## config.mk

```make
export PLATFORM = sky130hd
export DESIGN_NAME = interval_timer
export DESIGN_NICKNAME = d
export VERILOG_FILES = /design/src/rtl/it_pkg.sv /design/src/rtl/it_tick_gen.sv /design/src/rtl/it_lane.sv /design/src/rtl/interval_timer.sv
export SDC_FILE = /design/constraint.sdc
export NUM_CORES = 1
export LEC_CHECK = 0
export CAP_MARGIN = 20
export CORE_ASPECT_RATIO = 0.6
export CORE_MARGIN = 4
export CORE_UTILIZATION = 30
export CTS_CLUSTER_DIAMETER = 200
export DETAILED_ROUTE_END_ITERATION = 12
export RECOVER_POWER = 50
export SYNTH_ARGS = -nofsm -noshare
export SYNTH_HDL_FRONTEND = slang
export SYNTH_SLANG_ARGS = --single-unit
```

## constraint.sdc

```tcl
create_clock -name clk -period 2.2 [get_ports clk]
set_clock_uncertainty 0.05 [all_clocks]
set_input_delay 0.44 -clock clk [delete_from_list [all_inputs] [get_ports clk]]
set_output_delay 0.44 -clock clk [all_outputs]
set_load 0.02 [all_outputs]
```

## src/rtl/it_pkg.sv

```systemverilog
// Shared constants for the interval timer: control bit positions,
// register addresses and the clock select encodings.
package it_pkg;
    localparam int CB_MODE   = 7;
    localparam int CB_SEL_HI = 6;
    localparam int CB_SEL_LO = 4;
    localparam int CB_CLR    = 3;
    localparam int CB_RUN    = 2;
    localparam int CB_IEN    = 1;
    localparam int CB_PEND   = 0;

    localparam logic [7:0] CTRL_STORE_MASK = 8'hF6;

    localparam int ADDR_CTRL = 0;
    localparam int ADDR_CMP0 = 1;

    typedef enum logic [2:0] {
        CS_DIV256 = 3'b000,
        CS_DIV64  = 3'b001,
        CS_DIV8   = 3'b010,
        CS_FULL   = 3'b011,
        CS_EXT    = 3'b111
    } clk_sel_e;
endpackage

```

## src/rtl/it_tick_gen.sv

```systemverilog
// Tick source: a free-running prescaler on the system clock plus a
// synchronised rising-edge detector on the external pin; the select code
// picks one. Assumes ext_in is asynchronous and slower than clk / 2.
module it_tick_gen #(
    parameter int PW = 8
) (
    input  logic       clk,
    input  logic       rst_n,
    input  logic       clr,
    input  logic [2:0] sel,
    input  logic       ext_in,
    output logic       tick
);
    import it_pkg::*;

    localparam int W64 = (PW > 6) ? 6 : PW;
    localparam int W8  = (PW > 3) ? 3 : PW;

    logic [PW-1:0] div_q;
    logic [2:0]    sync_q;
    logic          ext_rise;

    // Prescaler: free-running, restarted by the clear strobe.
    always_ff @(posedge clk) begin
        if (!rst_n)   div_q <= '0;
        else if (clr) div_q <= '0;
        else          div_q <= div_q + 1'b1;
    end

    // Two-flop synchroniser plus one history stage for edge detection.
    always_ff @(posedge clk) begin
        if (!rst_n) sync_q <= '0;
        else        sync_q <= {sync_q[1:0], ext_in};
    end

    assign ext_rise = sync_q[1] & ~sync_q[2];

    // Select the tick from the prescaler taps or the external edge.
    always_comb begin
        case (sel)
            CS_DIV256: tick = &div_q;
            CS_DIV64:  tick = &div_q[W64-1:0];
            CS_DIV8:   tick = &div_q[W8-1:0];
            CS_FULL:   tick = 1'b1;
            CS_EXT:    tick = ext_rise;
            default:   tick = 1'b0;
        endcase
    end


    div_clear_chk: assert property (@(posedge clk) disable iff (!rst_n)
        clr |=> (div_q == '0));


    unused_sel_chk: assert property (@(posedge clk) disable iff (!rst_n)
        (sel[2] && (sel != 3'b111)) |-> !tick);
endmodule

```

## src/rtl/it_lane.sv

```systemverilog
// One counting lane: clears on the strobe, otherwise on an increment
// request either wraps to zero or adds one. Assumes clr has priority.
module it_lane #(
    parameter int CW = 8
) (
    input  logic          clk,
    input  logic          rst_n,
    input  logic          clr,
    input  logic          inc,
    input  logic          wrap,
    output logic [CW-1:0] cnt
);
    // Count register with clear, wrap and increment.
    always_ff @(posedge clk) begin
        if (!rst_n)    cnt <= '0;
        else if (clr)  cnt <= '0;
        else if (inc)  cnt <= wrap ? '0 : cnt + 1'b1;
    end


    hold_chk: assert property (@(posedge clk) disable iff (!rst_n)
        (!inc && !clr) |=> $stable(cnt));


    wrap_chk: assert property (@(posedge clk) disable iff (!rst_n)
        (inc && wrap && !clr) |=> (cnt == '0));
endmodule

```

## src/rtl/interval_timer.sv

```systemverilog
// Interval timer top: control and compare registers, tick source and
// the counting lanes. Lanes either run apart or chain into one wide
// count. Assumes single-cycle writes on the register bus.
module interval_timer #(
    parameter int CW = 8,
    parameter int AW = 2
) (
    input  logic          clk,
    input  logic          rst_n,
    input  logic [AW-1:0] bus_addr,
    input  logic          bus_wr,
    input  logic [7:0]    bus_wdata,
    output logic [7:0]    bus_rdata,
    input  logic          ext_tclk,
    output logic          irq
);
    import it_pkg::*;

    localparam int NL = 2;

    logic [7:0]    ctrl_q;
    logic          pend_q;
    logic [CW-1:0] cmp_q [NL];
    logic [CW-1:0] cnt_w [NL];
    logic [NL-1:0] lane_eq;
    logic [NL-1:0] lane_inc;
    logic [NL-1:0] lane_wrap;
    logic [NL:0]   carry;
    logic          ctrl_wr, clr_stb, mode16, raw_tick, tick, full_eq, hit_ev;

    assign ctrl_wr = bus_wr && (bus_addr == AW'(ADDR_CTRL));
    assign clr_stb = ctrl_wr && bus_wdata[CB_CLR];
    assign mode16  = ctrl_q[CB_MODE];
    assign tick    = raw_tick && ctrl_q[CB_RUN];
    assign full_eq = &lane_eq;
    assign carry[0] = 1'b1;

    it_tick_gen #(.PW(8)) u_tick (
        .clk    (clk),
        .rst_n  (rst_n),
        .clr    (clr_stb),
        .sel    (ctrl_q[CB_SEL_HI:CB_SEL_LO]),
        .ext_in (ext_tclk),
        .tick   (raw_tick)
    );

    for (genvar i = 0; i < NL; i++) begin : g_lane
        assign lane_eq[i]  = (cnt_w[i] == cmp_q[i]);
        assign carry[i+1]  = carry[i] & (&cnt_w[i]);
        assign lane_inc[i] = mode16 ? (tick && (full_eq || carry[i])) : tick;
        assign lane_wrap[i] = mode16 ? full_eq : lane_eq[i];

        // Compare register for this lane, written at its own address.
        always_ff @(posedge clk) begin
            if (!rst_n)
                cmp_q[i] <= '1;
            else if (bus_wr && (bus_addr == AW'(ADDR_CMP0 + i)))
                cmp_q[i] <= bus_wdata[CW-1:0];
        end

        it_lane #(.CW(CW)) u_lane (
            .clk   (clk),
            .rst_n (rst_n),
            .clr   (clr_stb),
            .inc   (lane_inc[i]),
            .wrap  (lane_wrap[i]),
            .cnt   (cnt_w[i])
        );
    end

    assign hit_ev = tick && (mode16 ? full_eq : |lane_eq);

    // Stored control bits; the clear strobe and pending are not kept here.
    always_ff @(posedge clk) begin
        if (!rst_n)       ctrl_q <= 8'h00;
        else if (ctrl_wr) ctrl_q <= bus_wdata & CTRL_STORE_MASK;
    end

    // Sticky pending flag: set by a match, cleared by writing zero.
    always_ff @(posedge clk) begin
        if (!rst_n)                              pend_q <= 1'b0;
        else if (hit_ev && !clr_stb)             pend_q <= 1'b1;
        else if (ctrl_wr && !bus_wdata[CB_PEND]) pend_q <= 1'b0;
    end

    // Read mux over the register map.
    always_comb begin
        if (bus_addr == AW'(ADDR_CTRL))
            bus_rdata = ctrl_q | {7'b0, pend_q};
        else if (bus_addr == AW'(ADDR_CMP0))
            bus_rdata = 8'(cmp_q[0]);
        else if (bus_addr == AW'(ADDR_CMP0 + 1))
            bus_rdata = 8'(cmp_q[1]);
        else
            bus_rdata = 8'h00;
    end

    assign irq = pend_q && ctrl_q[CB_IEN];


    pend_set_chk: assert property (@(posedge clk) disable iff (!rst_n)
        $rose(pend_q) |-> $past(hit_ev && !clr_stb));


    pend_wr0_chk: assert property (@(posedge clk) disable iff (!rst_n)
        (ctrl_wr && !bus_wdata[CB_PEND] && !hit_ev) |=> !pend_q);


    clear_zero_chk: assert property (@(posedge clk) disable iff (!rst_n)
        clr_stb |=> ((cnt_w[0] == '0) && (cnt_w[1] == '0)));


    wide_wrap_chk: assert property (@(posedge clk) disable iff (!rst_n)
        (mode16 && tick && full_eq && !clr_stb) |=> ((cnt_w[0] == '0) && (cnt_w[1] == '0) && pend_q));
endmodule

```

==> results.md, run 1 <==
- Cell area after synthesis: around 0.0025 mm²
- Largest net degree at the start of global routing: 17
- GP Congestion: ~0.81
- Syn avg cell area: 10.03 µm²
- Initial core utilization: a little under a third
- Die width: about 130 µm
- CTS clk-pin slew, worst paths: 0.07 ns
- Routed wire length: 6329 µm
- Critical Setup Path Class: reg -> reg
- GRT Total Usage: a little over an eighth
- Post-synth top area cell: dfxtp_1
- Bufs on Longest Clock Path: 2
- Hold crit path type: reg -> reg
- Die area: between 0.009 and 0.01 mm²
- Crit-path max FO: 7
- Worst Tran Pin Value: between 0.4 and 0.5 ns
- Highest clock rate: between 400 and 500 MHz
- First DRT Iteration DRCs: around 160
- Post-DP HPWL: 4873 µm
- Synth warn: 0
- Fraction of layout instances using a drive strength above 1: approximately 22%
- Clock sinks: 50
- Min Clock Period, post-route: around 2.1 ns
- Post-route DRC: 0
- Maximum VDD drop: 0.2903 mV
- Hold Vio Cnt, Final: 0
- Number of diodes: 0
- Setup violators final: 0
- Yosys cell types: 39
- Leak: approximately 1.2 nW
- RSZ-0062 raised after global routing: true
- Flop-to-flop setup slack: around 0.090 ns
- Critical R2R Launch: cmp_q[0][7]$_SDFFCE_PN1P_
- Worst-Skew Late Latency: roughly 0.3 ns
- Vias post-DR: 1934
- Pre-Repair DR Iteration Count: 4
- Post-DRT Antenna Nets: 0
- Top-count cell post-synth: dfxtp_1
- Design Area, Final: 0.003107 mm²
- TritonCTS Buffers: 5
- RR Endpoint: g_lane[1].u_lane.cnt[3]$_SDFFE_PP0P_
- Worst rel slew slack: 67.53%
- Status: finished, final reports clean
- Max cap viols: 0
- First-pass GRT wire length: approximately 10000 µm
- Port-buffer cells: 22
- Post-Syn Instances: approximately 250
- Slew Viols, Final: 0
- Vias in the first global route: ~1800
- Nets: 312
- Worst Reg2Reg Path Length in Cells: 7
- P per Cell Area: approximately 640 mW/mm²
- Ys flop type: dfxtp_1
- Worst setup EP type: flip-flop
- Cells after DPL: ~390
- Final Cycle Share: between 90% and 100%
- Crit path required time: around 2.4 ns
- Routed len/inst: about 16 µm
- Top Ports: 23
- Layout area overhead: 24.40%
- Avg Vias per Cell: ~4.8
- TritonCTS clock tree: built
- Gr ovfl total: 0
- Core area: roughly 0.0080 mm²
- Share of flip-flops with an asynchronous set or reset: 0%
- Mapped Nets: 267
- # H-tree levels: 2
- Root Buffer: clkbuf_16
- Fillers: 806
- Most area-consuming cells after synthesis: dfxtp_1 27%, edfxtp_1 19%, xor2_1 8.8%, mux2i_1 5.6%, nand2_1 4.1%
- Initial antenna violation count: 0
- Post-synth top cells: 34 x dfxtp_1, 27 x nand2_1, 25 x xor2_1, 19 x nor2_1
- Row count: 25
- Worst path arrival time: 2.29 ns
- EDFF count, synth: 16
- Origin of the worst min-delay path: u_tick.sync_q[0]$_SDFF_PN0_
- Top cell type's share of synthesized area: 27.25%
- Die height: between 70 and 80 µm
- Seq/Total Area, Yosys: 46.49%
- Synth Register Bits: 50
- Worst Setup Start Kind: flip-flop
- Cell Area, Placed: between 0.002 and 0.003 mm²
- Endpoint, Worst Hold: u_tick.sync_q[1]$_SDFF_PN0_
- Final std cells w/o fill: between 400 and 500
- WHS Path Cells: 1
==> final cells by class <==
cell class / count / area, µm² / area share, %
inverters: 2 / 7.507 / 0.2416
repair buffers: 45 / 344.1 / 11.08
multi-input cells: 190 / 1313 / 42.25
clock inverters: 3 / 20.02 / 0.6444
clock buffers: 5 / 125.1 / 4.027
flip-flops and latches: 50 / 1162 / 37.41
well taps: 108 / 135.1 / 4.350
==> critical path: stages, from the launching register on <==
cell and delay (ns):
edfxtp_1 0.42, xor2_1 0.19, nor4_4 0.36, nand4_2 0.15
a21o_1 0.23, buf_4 0.17, or3_1 0.35, a21oi_1 0.14
==> where the power goes <==
part	total, mW	switching [mW]	internal, mW	leakage [nW]
Clock	0.773	0.352	0.422	0.0679
Combinational	0.194	0.108	0.0868	0.655
Sequential	1.02	0.0362	0.987	0.433
Total	1.99	0.495	1.50	1.16
==> repair_timing <==
item,in CTS,in global routing
setup endpoints to repair,8,17
buffers inserted,0,2
pin swaps,0,2
hold buffers,0,0
gates resized for setup,30,13
==> per-stage QoR <==
stage          utilization [%]   TNS [ns]  total power [mW]  hold WS (ns)  worst slack [ns]
6_report                 38.95          0             1.991        0.3893           0.09033
5_1_grt                  38.95  -0.009811             2.078        0.4091         -0.009811
4_1_cts                  39.22   -0.01631             2.025        0.3945          -0.01631
3_5_place_dp             37.30     -3.037             1.246        0.3781           -0.3833
3_3_place_gp             37.30     -3.257             1.243        0.3652           -0.3853
2_1_floorplan                -          0             1.135        0.3619            0.2320
==> how the worst max path moves through the flow <==
stage / start / endpoint / slack [ns] / depth (start not counted)
CTS: bus_addr[1] / bus_rdata[5] / -0.02 / 6
global route: cmp_q[1][7]$_SDFFCE_PN1P_ / g_lane[1].u_lane.cnt[5]$_SDFFE_PP0P_ / -0.01 / 6
floorplan: u_tick.div_q[0]$_SDFF_PP0_ / g_lane[1].u_lane.cnt[5]$_SDFFE_PP0P_ / 0.23 / 7
finish: cmp_q[0][7]$_SDFFCE_PN1P_ / g_lane[1].u_lane.cnt[3]$_SDFFE_PP0P_ / 0.09 / 7
detailed placement: bus_addr[0] / bus_rdata[5] / -0.38 / 5
global placement: bus_addr[0] / bus_rdata[2] / -0.39 / 5
==> cells in the final DEF, fill, tap and decap left out, types with 3 or more instances in the layout <==
cell type and n:
nor2b_1 8, buf_4 21, dfxtp_1 33, clkdlybuf4s50_1 12, o21ai_0 13, xor2_1 25
and3_1 4, ha_1 3, nand2_1 27, and2_1 3, nor4_4 4, nand3_1 10
edfxtp_1 16, nand4_1 3, clkbuf_16 5, or2_2 16, nor2_1 19, mux2i_1 14
a21oi_1 9, or3_1 6, buf_2 7, xnor2_1 5
==> logic make-up after synthesis <==
family	share of synthesized area (%)
fa+ha+maj	2.004
buf+inv	1.703
xor+xnor	10.52
simple gates	25.45
compound gates	8.216
flops	46.49
mux	5.611
==> sequential cells by signal, indices dropped and copies added (netlist names) <==
register           flops
cmp_q                 16
g_lane.u_lane.cnt     16
u_tick.div_q           8
ctrl_q                 6
u_tick.sync_q          3
pend_q                 1
==> routing by layer <==
| metal | up-vias | wire length [µm] | share of wire, % | track usage, % |
|---|---|---|---|---|
| li1 | 956 | - | - | - |
| met1 | 902 | 3565 | 56 | 21.36 |
| met2 | 68 | 2267 | 36 | 16.26 |
| met3 | 8 | 391 | 6.2 | 4.215 |
| met4 | 0 | 105 | 1.7 | 4.497 |
| met5 | - | 0 | 0 | 0 |
Note: power is estimated with default switching activity, not from simulation.
==> inputs of run 2 (changes only) <==
RECOVER_POWER = 100   (was 50)
SETUP_SLACK_MARGIN = 0.02   (was default)
==> run 2 against run 1 <==
Global-route usage barely moved. Clock-buffer cell count unchanged. Largest cell class unchanged. Hold slack about the same. Critical endpoint is now g_lane[1].u_lane.cnt[5]$_SDFFE_PP0P_. Non-clock buffer count grew 1. Clock power is essentially flat. Largest power group unchanged. Wire length grew 0.27%.
==> results.md, run 2 (synthesis results as in run 1) <==
- Status: finished, final reports clean
- Worst Tran Pin Value: 0.4835 ns (-0.003490 ns)
- Port-buffer cells: 22 (unchanged)
- Commonest non-fill, non-tap cell in the layout: dfxtp_1
- Post-route DRC: 0 (unchanged)
- Hold_buf cts: 0 (unchanged)
- Max cap viols: 0 (unchanged)
- Min Clock Period, post-route: 2.098 ns (-0.01127 ns)
- Leak: 1.165 nW (+0.73%)
- Crit-path max FO: 5 (-2)
- First DRT Iteration DRCs: 156 (-1.9%)
- Die area: 0.009897 mm² (unchanged)
- First-pass GRT wire length: 10050 µm (-0.14%)
- Multi-input combinational cell area: 0.001344 mm² (+2.4%)
- GRT Total Usage: 13.42% (-0.015 points)
- Initial core utilization: 31.31% (unchanged)
- Post-DRT Antenna Nets: 0 (unchanged)
- CTS clk-pin slew, worst paths: 0.07 ns (about the same)
- GP Congestion: 0.8099 (unchanged)
- Post-DP HPWL: 4873 µm (unchanged)
- Design Area, Final: 0.003149 mm² (+1.4%)
- TritonCTS Buffers: 5 (unchanged)
- Highest clock rate: 476.6 MHz (+0.54%)
- Clock sinks: 50 (unchanged)
- Fillers: 801 (-0.62%)
- Number of diodes: 0 (unchanged)
- Avg Vias per Cell: 4.775 (-0.51%)
- Routed wire length: 6346 µm (+0.27%)
- CP peak stage delay: 0.49 ns (+0.07 ns)
- Worst Reg2Reg Path Length in Cells: 6 (-1)
- Bufs on Longest Clock Path: 2 (unchanged)
- Top flop regs: cmp_q x16, g_lane.u_lane.cnt x16, u_tick.div_q x8
- RSZ-0062 raised after global routing: true
- Worst rel slew slack: 67.76% (+0.23 points)
- Fraction of layout instances using a drive strength above 1: 23.31% (+1.6 points)
- Maximum VDD drop: 0.2915 mV (+0.42%)
- Worst path cell trace: xor2_1 -> nor4_4 -> nand4_2 -> a21o_1 -> or4_4 -> a21oi_2
- Layout area overhead: 26.10%
- Critical Setup Path Class: reg -> reg
- PnR Total Power: 1.994 mW (+0.16%)
- Vias post-DR: 1929 (-0.26%)
- Worst path arrival time: 2.28 ns (about the same)
- Gr ovfl total: 0 (unchanged)
- Setup_tns: 0 ns (unchanged)
- Setup violators final: 0 (unchanged)
- Critical path's slowest cell: or4_4
- Row count: 25 (unchanged)
- Core area: 0.007976 mm² (unchanged)
- Register area: 0.001162 mm² (unchanged)
- Final Cycle Share: 95.38% (-0.51 points)
- WHS Path Cells: 1 (unchanged)
- # H-tree levels: 2 (unchanged)
- Die height: 78.68 µm (unchanged)
- Cell Area, Placed: 0.002975 mm² (unchanged)
- Nets: 313 (+0.32%)
- Die width: 125.8 µm (unchanged)
- Vias in the first global route: 1781 (-0.34%)
- Initial antenna violation count: 0 (unchanged)
- Pre-Repair DR Iteration Count: 4 (unchanged)
- Hold Vio Cnt, Final: 0 (unchanged)
- Worst Setup Start Kind: flip-flop
- TritonCTS clock tree: built
- Root Buffer: clkbuf_16
- Largest net degree at the start of global routing: 17 (unchanged)
- Top Ports: 23 (unchanged)
- Slew Viols, Final: 0 (unchanged)
- P per Cell Area: 633.1 mW/mm² (-1.2%)
- Worst-Skew Late Latency: 0.30 ns (about the same)
- Worst setup EP type: flip-flop
- Crit path required time: 2.38 ns (about the same)
- Hold crit path type: reg -> reg
- Leading cell types in the layout, fill and taps excluded: 33 x dfxtp_1, 27 x nand2_1, 24 x xor2_1
- Routed len/inst: 15.71 µm (about the same)
run 2: layer usage:
| layer | up-vias | GRT usage, % | part of all wire [%] |
|---|---|---|---|
| li1 | 957 | - | - |
| met1 | 916 | 21.32 | 56 |
| met2 | 50 | 16.26 | 37 |
| met3 | 6 | 4.215 | 6.2 |
| met4 | 0 | 4.497 | 1.3 |
| met5 | - | 0 | 0 |
run 2: stage by stage:
stage | utilization, % | instances | setup slack (ns) | hold WS [ns]
final | 39.48 | 404 | 0.1016 | 0.3893
after global routing | 39.48 | 404 | -0.01879 | 0.4091
after CTS | 39.22 | 401 | -0.01631 | 0.3945
after detailed placement | 37.30 | 393 | -0.3833 | 0.3781
after global placement | 37.30 | 393 | -0.3853 | 0.3652
after floorplan | - | 249 | 0.2320 | 0.3619
run 2: critical path, delay by kind of cell (launching register included):
kind	cells	cell delay [ns]
AOI/OAI and AO/OA	2	0.38
DFF	1	0.46
xor gates and xnor gates	1	0.20
and+or+nand+nor	3	0.95
run 2: final timing paths:
path	slack, ns	startpoint	endpoint
worst max-delay path	0.10	cmp_q[0][1]$_SDFFCE_PN1P_	g_lane[1].u_lane.cnt[5]$_SDFFE_PP0P_
worst min-delay path	0.39	u_tick.sync_q[0]$_SDFF_PN0_	u_tick.sync_q[1]$_SDFF_PN0_
worst max register to register	0.10	cmp_q[0][1]$_SDFFCE_PN1P_	g_lane[1].u_lane.cnt[5]$_SDFFE_PP0P_
worst min register to register	0.39	u_tick.sync_q[0]$_SDFF_PN0_	u_tick.sync_q[1]$_SDFF_PN0_
run 2: power by group:
part	switching (mW)	leakage, nW	internal [mW]
Sequential	0.0367	0.433	0.987
Combinational	0.108	0.664	0.0890
Clock	0.351	0.0679	0.422
run 2: area by class of cell:
cell class	instances	area share, %
clock buffer	5	3.973
clock inverter	3	0.6357
inverter	2	0.2384
multi-input combinational	190	42.67
sequential	50	36.91
tap	108	4.291
timing repair buffer	46	11.28
run 2: timing repair:
action,4_1_cts,5_1_grt
pin swaps,0,4
buffers inserted,0,3
endpoints found under the hold margin,0,0
gates resized for setup,32,17
setup endpoints to repair,9,16
==> inputs of run 3 (changes only) <==
CAP_MARGIN = default   (was 20)
REMOVE_ABC_BUFFERS = 1   (was default)
==> run 3 against run 2 <==
Die area unchanged. Combinational power shrank 4%. Clock-buffer cell count did not move. Core utilization decreased by 0.58 points. First-iteration DRC count is 13% higher. Flip-flop and latch count unchanged. Final area fell by 1.5%. Largest cell class unchanged.
==> results.md, run 3 (synthesis results as in run 1) <==
- Hold slack: 0.3839 ns (-0.005402 ns)
- Highest clock rate: 473.7 MHz (-0.61%)
- Combinational fraction of design power: 9.6% (-0.3 points)
- Avg Vias per Cell: 4.636 (-2.9%)
- Final Cycle Share: 95.97% (+0.58 points)
- Vias in the first global route: 1713 (-3.8%)
- Row count: 25 (unchanged)
- Largest net degree at the start of global routing: 17 (unchanged)
- GP Congestion: 0.8195 (+1.2%)
- Setup violators final: 0 (unchanged)
- Status: finished, final reports clean
- Initial antenna violation count: 0 (unchanged)
- Fillers: 815 (+1.7%)
- Multi-input combinational cell area: 0.001306 mm² (-2.8%)
- Leak: 1.150 nW (-1.3%)
- Nets: 313 (unchanged)
- TritonCTS clock tree: built
- Initial core utilization: 31.31% (unchanged)
- CTS clk-pin slew, worst paths: 0.07 ns (about the same)
- Die width: 125.8 µm (unchanged)
- TritonCTS Buffers: 5 (unchanged)
- Number of diodes: 0 (unchanged)
- Min Clock Period, post-route: 2.111 ns (+0.01285 ns)
- First DRT Iteration DRCs: 177 (+13%)
- Bufs on Longest Clock Path: 2 (unchanged)
- Die area: 0.009897 mm² (unchanged)
- Port-buffer cells: 22 (unchanged)
- Maximum VDD drop: 0.4052 mV (+39%)
- Hold crit path type: reg -> reg
- Worst Setup Start Kind: flip-flop
- RSZ-0062 raised after global routing: true
- Layout area overhead: 24.25%
- Worst setup EP type: flip-flop
- Sw frac: 24.62% (-0.26 points)
- Pre-Repair DR Iteration Count: 4 (unchanged)
- Finished Core Util: 38.90% (-0.58 points)
- Post-DP HPWL: 4648 µm (-4.6%)
- Commonest non-fill, non-tap cell in the layout: dfxtp_1
- Routed wire length: 5969 µm (-5.9%)
- Post-DRT Antenna Nets: 0 (unchanged)
- Critical Setup Path Class: reg -> reg
- Gr ovfl total: 0 (unchanged)
- Crit path to: g_lane[1].u_lane.cnt[7]$_SDFFE_PP0P_
- Internal: 1.491 mW (-0.44%)
- Max cap viols: 0 (unchanged)
- Worst rel slew slack: 67.25% (-0.51 points)
- Routed len/inst: 14.77 µm (-5.9%)
- Seq pwr share: 51.6% (+0.3 points)
- Crit path launch: cmp_q[1][0]$_SDFFCE_PN1P_
- Hold Vio Cnt, Final: 0 (unchanged)
- Root Buffer: clkbuf_16
- Vias post-DR: 1873 (-2.9%)
- Clk pwr share: 38.8% (about the same)
- Crit path required time: 2.38 ns (about the same)
- Net load switching power: 487.0 µW (-1.8%)
- Worst Reg2Reg Path Length in Cells: 7 (+1)
- Leading cell types in the layout, fill and taps excluded: 34 x dfxtp_1, 27 x nand2_1, 24 x xor2_1
- Register area: 0.001161 mm² (-0.11%)
- Critical R2R Launch: cmp_q[1][0]$_SDFFCE_PN1P_
- Slew Viols, Final: 0 (unchanged)
- Top Ports: 23 (unchanged)
- Flop-to-flop setup slack: 0.09 ns (about the same)
- Worst path arrival time: 2.29 ns (about the same)
- # H-tree levels: 2 (unchanged)
- Clock sinks: 50 (unchanged)
- RR Endpoint: g_lane[1].u_lane.cnt[7]$_SDFFE_PP0P_
- Fraction of layout instances using a drive strength above 1: 20.61% (-2.7 points)
- Worst Tran Pin Value: 0.4912 ns (+0.007632 ns)
- GRT Total Usage: 12.68% (-0.74 points)
- Top flop regs: cmp_q x16, g_lane.u_lane.cnt x16, u_tick.div_q x8
- Crit-path max FO: 5 (unchanged)
- Setup_tns: 0 ns (unchanged)
- First-pass GRT wire length: 9522 µm (-5.2%)
- Worst-Skew Late Latency: 0.30 ns (about the same)
- P per Cell Area: 637.5 mW/mm² (+0.69%)
- Core area: 0.007976 mm² (unchanged)
- Post-route DRC: 0 (unchanged)
- Die height: 78.68 µm (unchanged)
## run 3: cell count changes in the layout (fill, tap and decap cells not counted), sizes merged
cell / delta
buf: -12
clkbuf: +10
clkdlybuf4s50: -4
dlygate4sd3: +3
clkdlybuf4s15: +2
clkinvlp: +1
dlygate4sd2: +1
inv: -1
## run 3: metrics by stage
stage,power [mW],instance area (µm²),worst slack (ns),std cells
after floorplan,1.128,2462,0.07590,242
after global placement,1.242,2968,-0.4843,392
after detailed placement,1.244,2968,-0.5012,392
after CTS,2.004,3084,0.02681,400
after global routing,2.062,3103,-0.03025,404
final,1.978,3103,0.08875,404
## run 3: what timing repair did
item | CTS | global route
setup endpoints to repair | 8 | 10
pin swaps | 0 | 4
buffers inserted | 0 | 4
hold buffers | 0 | 0
resized for setup | 39 | 2
## run 3: power by group through the flow
stage                     registers, mW  clock network [mW]  logic [mW]
after global placement             1.04                   0       0.202
after CTS                          1.02               0.792       0.192
after detailed placement           1.04                   0       0.203
final                              1.02               0.768       0.189
after global routing               1.02               0.831       0.207
after floorplan                    1.02                   0       0.103
## run 3: final cells by class
cell class | instances | share of cell area [%]
multi-input cells | 190 | 42.10
clock buffers | 5 | 4.032
clock inverters | 3 | 0.6855
flip-flops and latches | 50 | 37.42
well taps | 108 | 4.355
inverters | 2 | 0.2419
repair buffers | 46 | 11.17
## run 3: per-layer routing
layer	vias up	share of wire (%)	global-route usage, %
li1	963	-	-
met1	869	58	20.59
met2	34	36	14.77
met3	7	4.7	3.603
met4	0	1.6	4.818
met5	-	0	0
## run 3: worst min-delay path by stage
stage                                     start                     endpoint  cells past startpoint
detailed placement  u_tick.sync_q[0]$_SDFF_PN0_  u_tick.sync_q[1]$_SDFF_PN0_                      1
floorplan           u_tick.sync_q[0]$_SDFF_PN0_  u_tick.sync_q[1]$_SDFF_PN0_                      1
global placement    u_tick.sync_q[0]$_SDFF_PN0_  u_tick.sync_q[1]$_SDFF_PN0_                      1
finish              u_tick.sync_q[0]$_SDFF_PN0_  u_tick.sync_q[1]$_SDFF_PN0_                      1
global route        u_tick.sync_q[0]$_SDFF_PN0_  u_tick.sync_q[1]$_SDFF_PN0_                      1
CTS                 u_tick.sync_q[0]$_SDFF_PN0_  u_tick.sync_q[1]$_SDFF_PN0_                      1
## run 3: critical path, stage by stage (launching register included)
cell and delay, ns:
edfxtp_1 0.46, xor2_1 0.20, nor4_4 0.30, nand4_2 0.15
a21o_1 0.25, buf_4 0.15, or3_1 0.34, a21oi_1 0.14
